`src/rtl/nsa_pkg.sv`:
```
package nsa_pkg;

    // Stage numbers; the order is the behaviour of the block.
    localparam int STG_A_HI   = 1;
    localparam int STG_A_LO   = 2;
    localparam int STG_A_NEG  = 3;
    localparam int STG_SHOW_A = 4;
    localparam int STG_OPCODE = 5;
    localparam int STG_B_HI   = 6;
    localparam int STG_B_LO   = 7;
    localparam int STG_B_NEG  = 8;
    localparam int STG_SHOW_Y = 9;
    localparam int NUM_STAGES = 9;

    // Operation encodings.
    localparam int OP_ADD = 0;
    localparam int OP_SUB = 1;
    localparam int OP_MUL = 2;
    localparam int OP_DIV = 3;

    // Negation is requested when the two middle input bits are both set.
    function automatic logic neg_request(input logic bit2, input logic bit1);
        return bit2 & bit1;
    endfunction

endpackage

```
`src/rtl/nsa_stepper.sv`:
```
module nsa_stepper #(
    parameter int STAGES = 9,
    localparam int SW = $clog2(STAGES + 1)
) (
    input  logic          clk,
    input  logic          rst,
    output logic [SW-1:0] stage_q
);

    logic [SW-1:0] stage_d;

    always_comb begin
        if (rst || stage_q == SW'(STAGES)) begin
            stage_d = SW'(1);
        end else begin
            stage_d = stage_q + SW'(1);
        end
    end

    always_ff @(posedge clk) begin
        stage_q <= stage_d;
    end

endmodule

```
`src/rtl/nsa_negate.sv`:
```
module nsa_negate #(
    parameter int DW = 8
) (
    input  logic          en,
    input  logic [DW-1:0] d,
    output logic [DW-1:0] y
);

    always_comb begin
        y = en ? (~d + DW'(1)) : d;
    end

endmodule

```
`src/rtl/nsa_divider.sv`:
```
module nsa_divider #(
    parameter int DW = 8
) (
    input  logic [DW-1:0] dividend,
    input  logic [DW-1:0] divisor,
    output logic [DW-1:0] quotient
);

    logic          sign_n;
    logic          sign_d;
    logic          div_zero;
    logic [DW-1:0] mag_n;
    logic [DW-1:0] mag_d;
    logic [DW-1:0] safe_d;
    logic [DW-1:0] mag_q;

    always_comb begin
        sign_n   = dividend[DW-1];
        sign_d   = divisor[DW-1];
        div_zero = (divisor == '0);
        // Magnitudes as unsigned values: the most negative input maps to 2^(DW-1).
        mag_n    = sign_n ? (~dividend + DW'(1)) : dividend;
        mag_d    = sign_d ? (~divisor + DW'(1)) : divisor;
        safe_d   = div_zero ? DW'(1) : mag_d;
        mag_q    = mag_n / safe_d;
        if (div_zero) begin
            quotient = '1;
        end else if (sign_n ^ sign_d) begin
            quotient = ~mag_q + DW'(1);
        end else begin
            quotient = mag_q;
        end
    end

endmodule

```
`src/rtl/nsa_alu.sv`:
```
module nsa_alu
    import nsa_pkg::*;
#(
    parameter int DW = 8,
    parameter int OW = 4
) (
    input  logic [DW-1:0] a,
    input  logic [DW-1:0] b,
    input  logic [OW-1:0] op,
    output logic [DW-1:0] y
);

    logic [DW-1:0] quo;

    nsa_divider #(.DW(DW)) u_div (
        .dividend (a),
        .divisor  (b),
        .quotient (quo)
    );

    always_comb begin
        case (op)
            OW'(OP_ADD): y = a + b;
            OW'(OP_SUB): y = a - b;
            OW'(OP_MUL): y = a * b;
            OW'(OP_DIV): y = quo;
            default:     y = '0;
        endcase
    end

endmodule

```
`src/rtl/nibble_step_alu.sv`:
```
module nibble_step_alu
    import nsa_pkg::*;
#(
    parameter int NW = 4,
    localparam int DW = 2 * NW,
    localparam int SW = $clog2(NUM_STAGES + 1)
) (
    input  logic          clk,
    input  logic          rst,
    input  logic [NW-1:0] nib_in,
    output logic [DW-1:0] result_out
);

    typedef struct packed {
        logic [DW-1:0] a;
        logic [DW-1:0] b;
        logic [NW-1:0] op;
        logic [DW-1:0] shown;
    } regs_t;

    regs_t         r_d;
    regs_t         r_q;
    logic [SW-1:0] stage_q;
    logic [DW-1:0] a_q;
    logic [DW-1:0] b_q;
    logic [NW-1:0] op_q;
    logic [DW-1:0] a_neg;
    logic [DW-1:0] b_neg;
    logic [DW-1:0] alu_y;
    logic          neg_req;

    assign a_q        = r_q.a;
    assign b_q        = r_q.b;
    assign op_q       = r_q.op;
    assign result_out = r_q.shown;
    assign neg_req    = neg_request(nib_in[2], nib_in[1]);

    nsa_stepper #(.STAGES(NUM_STAGES)) u_step (
        .clk     (clk),
        .rst     (rst),
        .stage_q (stage_q)
    );

    nsa_negate #(.DW(DW)) u_neg_a (
        .en (neg_req),
        .d  (a_q),
        .y  (a_neg)
    );

    nsa_negate #(.DW(DW)) u_neg_b (
        .en (neg_req),
        .d  (b_q),
        .y  (b_neg)
    );

    nsa_alu #(.DW(DW), .OW(NW)) u_alu (
        .a  (a_q),
        .b  (b_q),
        .op (op_q),
        .y  (alu_y)
    );

    always_comb begin
        r_d = r_q;
        case (int'(stage_q))
            STG_A_HI:   r_d.a     = {nib_in, a_q[NW-1:0]};
            STG_A_LO:   r_d.a     = {a_q[DW-1:NW], nib_in};
            STG_A_NEG:  r_d.a     = a_neg;
            STG_SHOW_A: r_d.shown = a_q;
            STG_OPCODE: r_d.op    = nib_in;
            STG_B_HI:   r_d.b     = {nib_in, b_q[NW-1:0]};
            STG_B_LO:   r_d.b     = {b_q[DW-1:NW], nib_in};
            STG_B_NEG:  r_d.b     = b_neg;
            STG_SHOW_Y: r_d.shown = alu_y;
            default:    r_d       = r_q;
        endcase
        if (rst) begin
            r_d = '0;
        end
    end

    always_ff @(posedge clk) begin
        r_q <= r_d;
    end

endmodule

```
`config.mk`:
```
export PLATFORM = sky130hd
export DESIGN_NAME = nibble_step_alu
export DESIGN_NICKNAME = d
export VERILOG_FILES = /design/src/rtl/nsa_pkg.sv /design/src/rtl/nsa_stepper.sv /design/src/rtl/nsa_negate.sv /design/src/rtl/nsa_divider.sv /design/src/rtl/nsa_alu.sv /design/src/rtl/nibble_step_alu.sv
export SDC_FILE = /design/constraint.sdc
export NUM_CORES = 1
export LEC_CHECK = 0
export BUFFER_PORTS_ARGS = -buffer_cell sky130_fd_sc_hd__buf_2
export CAP_MARGIN = 20
export CORE_MARGIN = 2
export CORE_UTILIZATION = 43
export DETAILED_ROUTE_END_ITERATION = 7
export GPL_TIMING_DRIVEN = 1
export PLACE_DENSITY = 0.6
export SYNTH_ARGS = -nofsm -noshare
export SYNTH_HDL_FRONTEND = slang
export SYNTH_SLANG_ARGS = --single-unit
```
`constraint.sdc`:
```
create_clock -name clk -period 12.46 [get_ports clk]
set_input_delay 1.246 -clock clk [delete_from_list [all_inputs] [get_ports clk]]
set_output_delay 1.246 -clock clk [all_outputs]
set_load 0.02 [all_outputs]
```
# Word-level counts from Yosys, hierarchy flattened
# Index checks and enable logic that the tools add are counted.
# op_classes
add_sub_neg	6
n_mul	1
div_mod_pow	1
eq_ne	14
muxes	11
bitwise	9
reduce_logical	12
# op_table
cell	count
two-way mux 8 bit	7
case mux 8 bit (3 select lines)	2
case mux 8 bit (4 select lines)	1
adder 8 x 1 -> 8 bit (second input constant)	3
NOT 8 bit	3
equality test 4 x 2 -> 1 bit (second input constant)	4
equality test 4 x 3 -> 1 bit (second input constant)	4
case mux 8 bit (2 select lines)	1
AND reduction 3 bit	4
nonzero test 2 bit	5
adder 8 bit	1
divider 8 x 8 -> 8 bit	1
equality test 4 x 1 -> 1 bit (second input constant)	2
equality test 4 bit (second input constant)	2
logical NOT 8 bit	1
multiplier 8 x 8 -> 8 bit	1
subtractor 8 bit	1
adder 4 x 1 -> 4 bit (second input constant)	1
logical NOT 4 bit	1
!= test 2 x 1 -> 1 bit (second input constant)	2
NOT 1 bit	4
bitwise AND 1 bit	1
logical OR 1 bit	1
bitwise XOR 1 bit	1
# word_totals
reg_bits	32
in_bits	6
out_inout_bits	8
elab_cells	61

# Longest topological paths before layout
# Gate-level depths: netlist of run 1.
# logic_depth
word_depth	11
ltp_mapped	71

# By module
# Synthesis of run 1 repeated with hierarchy kept, for this count alone.
# hier_totals
cells_unflattened	723
hier_area_um2	5799.3
# by_module_without_submodules
mod	n_inst	cells_each	area_per_inst_um2
nsa_divider	1	322	2341.0
nsa_alu	1	196	1508.9
nibble_step_alu	1	144	1423.9
nsa_negate	2	21	171.4
nsa_stepper	1	19	182.7

# Worst setup path after synthesis of run 1
# Ideal clock, no wire load.
# synth_timing
path_type	register -> register
start	register r_q (netlist bit b_q[0])
end	register r_q (netlist bit result_out[1])
t_arrival_ps	12738
t_required_ps	12332
path_slack_ps	-406
stages_incl_launch_ff	64
synth_period_minus_slack_ps	12866
path_cell_list	dfxtp_1 or4_1 or2_1 buf_2 nor3_1 ha_1 nand4b_1 o31ai_4 o21a_1 a41oi_1 a41oi_1 ha_1 o21a_1 nor2_1 nor3b_1 o211a_1 a21oi_1 nand2_1 [... 28 more ...] or2_2 a21oi_1 a21oi_1 a41o_1 clkbuf_1 mux2_2 ha_1 and3_1 a21oi_1 o21ai_0 o41a_1 inv_1 ha_1 a21oi_1 o21ai_0 a222oi_1 o21ai_0 nor2b_1
# synth_between
elab_chain_len	11
word_cells_on_any_way	15
# synth_rtl
item	line	source
from (decl)	nibble_step_alu.sv:22	regs_t r_q;
from (signal assigned)	nibble_step_alu.sv:83	r_q <= r_d;
NOT 8 bit	nsa_divider.sv:23	mag_d = sign_d ? (~divisor + DW'(1)) : divisor;
adder 8 x 1 -> 8 bit	nsa_divider.sv:23	
two-way mux 8 bit	nsa_divider.sv:23	
two-way mux 8 bit	nsa_divider.sv:24	safe_d = div_zero ? DW'(1) : mag_d;
divider 8 x 8 -> 8 bit	nsa_divider.sv:25	mag_q = mag_n / safe_d;
NOT 8 bit	nsa_divider.sv:29	quotient = ~mag_q + DW'(1);
adder 8 x 1 -> 8 bit	nsa_divider.sv:29	
two-way mux 8 bit	nsa_divider.sv:28	end else if (sign_n ^ sign_d) begin
two-way mux 8 bit	nsa_divider.sv:26	if (div_zero) begin
case mux 8 bit (4 select lines) *	nsa_alu.sv:22	case (op)
case mux 8 bit (2 select lines) *	nibble_step_alu.sv:65	case (int'(stage_q))
# Every way passes the cells marked *; elsewhere a longest branch is shown, timed or not.
# A chain may end at the register's enable or synchronous reset.

# Final worst setup path of run 1
# layout_timing
start	register r_q (netlist bit b_q[3])
end	register r_q (netlist bit result_out[1])
# layout_between
elab_chain_len	11
word_cells_on_any_way	12
# layout_rtl
item	line
NOT 8 bit	nsa_divider.sv:23
adder 8 x 1 -> 8 bit	nsa_divider.sv:23
two-way mux 8 bit	nsa_divider.sv:23
two-way mux 8 bit	nsa_divider.sv:24
divider 8 x 8 -> 8 bit	nsa_divider.sv:25
NOT 8 bit	nsa_divider.sv:29
adder 8 x 1 -> 8 bit	nsa_divider.sv:29
two-way mux 8 bit	nsa_divider.sv:28
two-way mux 8 bit *	nsa_divider.sv:26
case mux 8 bit (4 select lines) *	nsa_alu.sv:22
case mux 8 bit (2 select lines) *	nibble_step_alu.sv:65
# Marked as above.

==> flow_metrics.tcl, run 1 <==
set metrics [dict create \
    initial_utilization 0.444 \
    drive_above_1_share 0.257 \
    slew_headroom 0.317 \
    rsz0062_at_grt "yes" \
    netlist_instances 721 \
    htreeDepth 2 \
    ys_ff_latch 32 \
    critPathArrivalTime_ns 12.65 \
    yosysUniqueCellTypes 81 \
    violations "negative setup slack" \
    syn_nets 811 \
    dieArea_mm2 0.0135 \
    hpwl_mm 12.8 \
    r2r_slack_ns -0.05 \
    status "complete, but fails checks" \
    vias 5613 \
    tightest_slew_ns 1.02 \
    drc 0 \
    drt_wl_total_mm 17.6 \
    period_minus_slack_ns 12.51 \
    drv_cap 0 \
    portBuffers 13 \
    dp_slack_ns -0.616 \
    fmax_mhz 80.0 \
    cts.sinks 32 \
    nets 883 \
    drt_pre_antenna_iters 5 \
    asyncSetResetFlopFracSynth 0 \
    area_growth_pct 26.9 \
    yosysMostFrequentCell "nand2_1" \
    row_count 40 \
    cts_tree "done" \
    cpPeakStageDelay_ns 0.52 \
    critPathCaptureType "register" \
    cts_buffer_depth 2 \
    grt_start_max_net_pins 32 \
    cp_slowest_cell "or4_4" \
    synth_edf_count 0 \
    synth_top_cell_area_share 0.164 \
    viasPerCell 5.83 \
    critPathKind "reg2reg" \
    hold_viol_final 0 \
    avgSynthCellArea_um2 7.50 \
    routabilityCongestion 0.926 \
    antenna_found_initial 0 \
    die_h_um 116 \
    die_x_um 116 \
    grt_pass1_vias 5348 \
    clkLatencyLatePin_ns 0.28 \
    netlist_top_cells_count "nand2_1 (85), ha_1 (71), nor2_1 (60)" \
    overflow 0 \
    antenna_cells 0 \
    r2r_start "b_q[3]$_SDFFE_PP0P_" \
    fin_ws_ns -0.0458 \
    grt_pass1_wl_mm 27.1 \
    finalCritPeriodShare 1.00 \
    yosysSeqAreaShare 0.119 \
    yosys_warnings 0 \
    synthTopCellsByArea "ha_1 (16%), dfxtp_1 (12%), xnor2_1 (6.6%)" \
    worst_clock_skew_ns 0.00545 \
    hold_path.class "reg2reg" \
    r2r-end "result_out[1]$_SDFFE_PP0P_" \
    critical_path.most_common_cell "ha_4" \
    ios 14 \
    cp_data_required_time_ns 12.60 \
    holdPathStages 1 \
    synth_ff_type "dfxtp_1" \
    cp_max_fo 6 \
    grtUsageTotal 0.253 \
    r2r_cells 60 \
    core_area_mm2 0.0122 \
    antenna_left 0 \
    hold_end "u_step.stage_q[0]$_SDFF_PP1_" \
    hold_path_startpoint "u_step.stage_q[0]$_SDFF_PP1_" \
    synth_area_mm2 0.00541 \
    cts_hold_buffers 0 \
    slew_violations 0 \
    initialDrtViolationCount 430 \
    setup_viol 1 \
    wire_per_inst_um 18.2 \
    cts_root_buf "clkbuf_16" \
    startpoint_type "register" \
    numCtsBuffers 5 \
    nFillCells 1144 \
    clk_pin_slew_ns 0.06 \
    synth_top_area_cell "ha_1" \
]
==> worst max path at each step <==
stage / start / endpoint / slack [ns] / depth (start not counted)
final: b_q[3]$_SDFFE_PP0P_ / result_out[1]$_SDFFE_PP0P_ / -0.05 / 60
after CTS: b_q[3]$_SDFFE_PP0P_ / result_out[1]$_SDFFE_PP0P_ / 0.002 / 59
after global placement: b_q[3]$_SDFFE_PP0P_ / result_out[1]$_SDFFE_PP0P_ / -0.28 / 59
after global routing: b_q[3]$_SDFFE_PP0P_ / result_out[1]$_SDFFE_PP0P_ / -0.54 / 59
after floorplan: b_q[0]$_SDFFE_PP0P_ / result_out[1]$_SDFFE_PP0P_ / 0.0005 / 63
after detailed placement: b_q[3]$_SDFFE_PP0P_ / result_out[1]$_SDFFE_PP0P_ / -0.62 / 59
==> logic make-up after synthesis <==
group                      after synthesis  synth area share
AOI/OAI and AO/OA                      192             0.253
xor gates and xnor gates                56            0.0907
muxes                                   16            0.0326
DFF                                     32             0.119
buffers and inverters                   85            0.0639
and+or+nand+nor                        256             0.229
adders and majority gates               84             0.212
==> per-stage QoR <==
step | instances | hold slack (ns) | setup TNS (ns) | instance area, µm² | util
detailed placement | 919 | 0.418 | -2.97 | 5980 | 0.491
floorplan | 721 | 0.392 | 0 | 5470 | -
global route | 962 | 0.450 | -3.19 | 6860 | 0.564
global placement | 919 | 0.409 | -0.694 | 5980 | 0.491
CTS | 946 | 0.430 | 0 | 6440 | 0.529
finish | 962 | 0.423 | -0.0458 | 6860 | 0.564
==> final cells by class <==
type / count / area [µm²] / share of cell area
flip-flops and latches: 32 / 642 / 0.0936
clock buffers: 5 / 125 / 0.0182
clock inverters: 3 / 42.5 / 0.00620
inverters: 50 / 190 / 0.0277
repair buffers: 99 / 712 / 0.104
well taps: 168 / 210 / 0.0307
multi-input cells: 605 / 4930 / 0.720
==> per-layer routing <==
metal  share of wire  vias to the layer above  track usage
met4           0.036                        0       0.0706
met5               0                        -            0
met3           0.042                       50       0.0202
li1                -                     2726            -
met2            0.47                      160        0.428
met1            0.45                     2677        0.346
==> critical path, delay by kind of cell, from the launching register on <==
kind                     cells  cell delay (ns)
AO/OA/AOI/OAI               28             5.45
adder cells (fa/ha/maj)      9             2.23
buffers and inverters        5             0.55
flip-flops                   1             0.32
multiplexers                 3             0.79
AND/OR/NAND/NOR             15             3.00
==> cell usage in the layout, fill, tap and decap left out, types with 4 or more instances in the layout <==
cell type	count
a31oi_1	7
fa_1	13
or2_2	4
nor2_1	55
nand3_1	17
a21oi_1	40
buf_2	14
nor2b_1	7
a21oi_2	11
dfxtp_1	31
o32ai_1	5
nand2_1	81
and2_1	23
o21ai_1	9
a211oi_1	9
o21ai_0	21
ha_1	52
ha_4	16
mux2i_1	6
mux2_2	5
mux2_4	5
o21ai_2	4
a21o_1	8
xor2_1	15
a221oi_1	4
nand2b_1	7
buf_4	83
o21a_1	10
nor3_1	17
o22ai_1	4
xnor2_1	41
a311o_1	4
clkbuf_16	5
nand2_2	5
or3_1	7
o211ai_1	4
a22oi_1	6
inv_1	47
==> timing repair <==
action,in CTS,in global routing
endpoints found under the setup margin,8,8
resized for setup,24,64
setup buffers,18,14
cloned,1,0
pin swaps,25,51
==> sequential cells by signal, summed over array words and instances (netlist names) <==
name            cells
a_q                 8
result_out          8
u_step.stage_q      4
op_q                4
b_q                 8
Power of run 1 is left out: the tool's default activity adds up to more than one toggle a clock period on the data nets, which glitch-free logic cannot reach.
==> run 2: changes to the inputs <==
PLACE_DENSITY = 0.57   (was 0.6)
clock period = 15.5 ns   (was 12.46 ns; I/O delays follow)
==> run 2 against run 1 <==
Effect of this change: the run now ends clean; die area unchanged; worst setup slack better by 1.1 ns; critical path depth down 1; sequential share of layout area up 1.8 points; via count down 8.5%; first-iteration DRC count down 24%; final area down 16%; routed wire length down 12%; non-clock buffer count down 81; maximum frequency down 13%; utilization down 9.1 points; critical endpoint unchanged; highest routed layer unchanged.
==> flow_metrics.tcl, run 2 (same netlist as run 1, synthesis figures left out) <==
set metrics [dict create \
    grtUsageTotal 0.237 \
    cts.sinks 32 \
    critPathArrivalTime_ns 14.59 \
    cpPeakStageDelay_ns 0.61 \
    nFillCells 1238 \
    mostFrequentLayoutCell "nand2_1" \
    antenna_left 0 \
    fmax_mhz 69.2 \
    hpwl_mm 12.0 \
    initialDrtViolationCount 328 \
    initial_utilization 0.444 \
    critical_path.most_common_cell "ha_1" \
    antenna_found_initial 0 \
    htreeDepth 2 \
    hold_viol_final 0 \
    vias 5134 \
    grt_start_max_net_pins 32 \
    viasPerCell 5.83 \
    clk_pin_slew_ns 0.06 \
    ios 14 \
    drt_wl_total_mm 15.5 \
    slew_violations 0 \
    nets 801 \
    cp_max_fo 12 \
    worst_clock_skew_ns 0.00955 \
    tns_ns 0 \
    dpl.cell_count 872 \
    critPathCaptureType "register" \
    core_area_mm2 0.0122 \
    final_cells 880 \
    row_count 40 \
    hold_path.class "reg2reg" \
    antenna_cells 0 \
    die_x_um 116 \
    cp_slowest_cell "or4_1" \
    cts_setup_buffers 0 \
    setup_viol 0 \
    tightest_slew_ns 1.10 \
    cp_data_required_time_ns 15.64 \
    routabilityCongestion 0.909 \
    cts_buffer_depth 2 \
    grt_pass1_wl_mm 25.2 \
    grt_pass1_vias 4844 \
    die_h_um 116 \
    wire_per_inst_um 17.6 \
    drt_pre_antenna_iters 5 \
    drc 0 \
    portBuffers 13 \
    period_minus_slack_ns 14.45 \
    clkLatencyLatePin_ns 0.29 \
    drv_cap 0 \
    status "complete, no violations" \
    slew_headroom 0.259 \
    drive_above_1_share 0.0815 \
    dieArea_mm2 0.0135 \
    mostFrequentLayoutCells "nand2_1 (85), ha_1 (71), nor2_1 (59)" \
    cts_root_buf "clkbuf_16" \
    overflow 0 \
    critPathKind "reg2reg" \
    startpoint_type "register" \
    cts_tree "done" \
    rsz0062_at_grt "no" \
    area_growth_pct 6.37 \
    finalCritPeriodShare 0.932 \
    numCtsBuffers 5 \
]
run 2: cell count changes in the layout (fill, tap and decap cells not counted), moves of 8 or more:
cell,delta
a21oi_1,+10
a21oi_2,-10
buf_4,-78
ha_1,+19
ha_4,-16
o21ai_0,+12
o21ai_1,-8
run 2: per-layer routing:
metal	track usage	vias up	wire, µm
li1	-	2564	-
met3	0.0202	14	599
met4	0.0619	0	234
met2	0.385	105	7150
met1	0.340	2451	7530
met5	0	-	0
run 2: area by class of cell:
| class | count | area (µm²) | area share |
|---|---|---|---|
| clock buffer | 5 | 125 | 0.0218 |
| clock inverter | 3 | 42.5 | 0.00740 |
| inverter | 50 | 188 | 0.0326 |
| multi-input combinational | 604 | 4440 | 0.772 |
| sequential | 32 | 641 | 0.111 |
| tap | 168 | 210 | 0.0366 |
| timing repair buffer | 18 | 103 | 0.0178 |
run 2: path summary, 6_finish.rpt:
path,endpoint,from,cells after the start,slack (ns)
max,result_out[1]$_SDFFE_PP0P_,b_q[3]$_SDFFE_PP0P_,59,1.05
min,u_step.stage_q[0]$_SDFF_PP1_,u_step.stage_q[0]$_SDFF_PP1_,1,0.42
max reg2reg,result_out[1]$_SDFFE_PP0P_,b_q[3]$_SDFFE_PP0P_,59,1.05
min reg2reg,u_step.stage_q[0]$_SDFF_PP1_,u_step.stage_q[0]$_SDFF_PP1_,1,0.42
run 2: through the flow:
stage | hold slack [ns] | area, µm² | setup slack (ns) | util
global route | 0.473 | 5750 | 0.0597 | 0.473
finish | 0.424 | 5750 | 1.05 | 0.473
detailed placement | 0.412 | 5560 | 0.861 | 0.457
CTS | 0.429 | 5730 | 0.771 | 0.471
global placement | 0.405 | 5560 | 1.10 | 0.457
floorplan | 0.392 | 5410 | 2.63 | -
run 2: repair_timing:
action,CTS,global route
gates resized for setup,0,5
setup endpoints to repair,0,6
hold buffers,0,0
hold endpoints to repair,0,0
run 2: worst max-delay path, delay by kind of cell, from the launching register on:
kind                       cells  cell delay (ns)
AOI/OAI and AO/OA             30             6.22
adders and majority gates      9             2.80
buffers and inverters          3             0.36
DFF                            1             0.50
muxes                          3             1.13
and+or+nand+nor               14             3.34
Power of run 2 is left out for the same reason.
==> run 3: changes to the inputs <==
SYNTH_HIERARCHICAL = 1   (was unset)
==> run 3 against run 2 <==
Effect of this change: synthesized cell count increased by 0.28%; worst setup slack got worse by 0.064 ns; cell count increased by 1.4%; final area increased by 6.2%; utilization decreased by 0.97 points; via count increased by 2.5%; clock skew decreased by 0.0044 ns; maximum frequency decreased by 0.44%; critical path type unchanged; hold slack improved by 0.071 ns; global-route usage decreased by 1.4 points; count of clock-buffer cells in the layout increased by 2.
==> flow_metrics.tcl, run 3 <==
set metrics [dict create \
    status "complete, no violations" \
    hpwl_mm 11.8 \
    nets 804 \
    fmax_mhz 68.9 \
    slew_headroom 0.323 \
    synth_top_area_cell "ha_1" \
    crit_buf_inv 3 \
    startpoint_type "register" \
    yosys_warnings 6 \
    yosysMostFrequentCell "ha_1" \
    drt_wl_total_mm 15.8 \
    mostFrequentLayoutCells "ha_1 (69), nand2_1 (62), inv_1 (54)" \
    cp_data_required_time_ns 15.63 \
    antenna_left 0 \
    avgSynthCellArea_um2 8.02 \
    grt_pass1_vias 5166 \
    synth_edf_count 0 \
    synth_area_mm2 0.00580 \
    cp_top_family "compound AO/OA/AOI/OAI gates" \
    finalCritPeriodShare 0.936 \
    critPathCaptureType "register" \
    cts_setup_buffers 0 \
    hold_end "result_out[7]$_SDFFE_PP0P_" \
    r2r_start "b_q[1]$_SDFFE_PP0P_" \
    netlist_instances 723 \
    yosysUniqueCellTypes 80 \
    critPathKind "reg2reg" \
    holdPathStages 2 \
    antenna_cells 0 \
    synth_ff_type "dfxtp_1" \
    drv_cap 0 \
    fin_ws_ns 0.988 \
    hold_viol_final 0 \
    cts_root_buf "clkbuf_16" \
    vias 5262 \
    cp_slowest_cell "a311oi_1" \
    cts_tree "done" \
    setup_viol 0 \
    ios 14 \
    synthTopCellsByArea "ha_1 (15%), dfxtp_1 (11%), xnor2_1 (6.8%)" \
    drive_above_1_share 0.115 \
    overflow 0 \
    wire_per_inst_um 17.7 \
    dpl.cell_count 885 \
    r2r_slack_ns 0.99 \
    slew_violations 0 \
    area_growth_pct 5.31 \
    core_area_mm2 0.0132 \
    final_cells 892 \
    portBuffers 13 \
    cp.depth 60 \
    die_x_um 120 \
    final_core_utilization 0.463 \
    hold_path.class "reg2reg" \
    clkLatencyLatePin_ns 0.27 \
    r2r_cells 60 \
    grt_pass1_wl_mm 26.3 \
    hold_path_startpoint "result_out[7]$_SDFFE_PP0P_" \
    netlist_top_cells_count "ha_1 (69), nand2_1 (62), inv_1 (54)" \
    row_count 42 \
    cts_buffer_depth 2 \
    cp_max_fo 18 \
    cpPeakStageDelay_ns 0.54 \
    cts.sinks 32 \
    critical_path.most_common_cell "ha_1" \
    clk_pin_slew_ns 0.05 \
    syn_nets 811 \
    crit_path_start "b_q[1]$_SDFFE_PP0P_" \
    initial_utilization 0.440 \
    grt_start_max_net_pins 33 \
    routabilityCongestion 0.883 \
    asyncSetResetFlopFracSynth 0 \
    die_h_um 120 \
    initialDrtViolationCount 316 \
    htreeDepth 2 \
    dp_slack_ns 0.610 \
    viasPerCell 5.90 \
    antenna_found_initial 0 \
    synth_top_cell_area_share 0.149 \
    period_minus_slack_ns 14.51 \
    mostFrequentLayoutCell "ha_1" \
    ys_ff_latch 32 \
    r2r-end "result_out[6]$_SDFFE_PP0P_" \
    worst_clock_skew_ns 0.00511 \
    drc 0 \
    critPathArrivalTime_ns 14.64 \
    dieArea_mm2 0.0144 \
    yosysSeqAreaShare 0.110 \
    tightest_slew_ns 1.01 \
    drt_pre_antenna_iters 5 \
    grtUsageTotal 0.223 \
    numCtsBuffers 5 \
]
==> run 3: cell count changes in the layout (fill, tap and decap cells not counted), sizes merged, moves of 8 or more <==
cell	change
a211oi	+9
nor2	-10
and2	-8
nor3	+12
a31oi	+8
o21ai	-8
a21oi	-24
nand2	-24
mux2i	+13
==> run 3: through the flow <==
| step | hold slack, ns | setup TNS [ns] | cell area (µm²) |
|---|---|---|---|
| floorplan | 0.474 | 0 | 5800 |
| global placement | 0.477 | 0 | 5940 |
| detailed placement | 0.484 | 0 | 5940 |
| CTS | 0.500 | 0 | 6090 |
| global route | 0.521 | -0.00690 | 6110 |
| finish | 0.494 | 0 | 6110 |
==> run 3: cell type report <==
class / count / area (µm²)
repair buffers: 20 / 118
fillers: 1303 / 7080
inverters: 54 / 203
flip-flops and latches: 32 / 641
multi-input cells: 603 / 4770
clock buffers: 7 / 153
well taps: 176 / 220
==> run 3: what timing repair did <==
action,4_1_cts,5_1_grt
endpoints found under the hold margin,0,0
gates resized for setup,0,6
endpoints found under the setup margin,0,7
hold buffers,0,0
==> run 3: metal layers <==
| metal | share of wire | vias up | GRT usage |
|---|---|---|---|
| met5 | 0 | - | 0 |
| met4 | 0.016 | 0 | 0.0574 |
| met3 | 0.041 | 19 | 0.0143 |
| met2 | 0.47 | 126 | 0.374 |
| met1 | 0.47 | 2520 | 0.312 |
| li1 | - | 2597 | - |
==> run 3: worst max path at each step <==
| stage | slack [ns] | endpoint |
|---|---|---|
| after floorplan | 2.31 | result_out[6]$_SDFFE_PP0P_ |
| after global placement | 1.20 | result_out[6]$_SDFFE_PP0P_ |
| after detailed placement | 0.61 | result_out[6]$_SDFFE_PP0P_ |
| after CTS | 0.55 | result_out[6]$_SDFFE_PP0P_ |
| after global routing | -0.007 | result_out[6]$_SDFFE_PP0P_ |
| final | 0.99 | result_out[6]$_SDFFE_PP0P_ |
==> run 3: cells by family after synthesis <==
kind of cell,share of synthesized area
xor gates and xnor gates,0.0995
adders and majority gates,0.194
AOI/OAI and AO/OA,0.211
and+or+nand+nor,0.254
DFF,0.110
buffers and inverters,0.0693
muxes,0.0626
==> run 3: worst min-delay path, cell delays in order (launching register included) <==
cell and delay [ns]:
dfxtp_1 0.31, nand2b_1 0.07, a211oi_1 0.06
Power of run 3 is left out for the same reason.
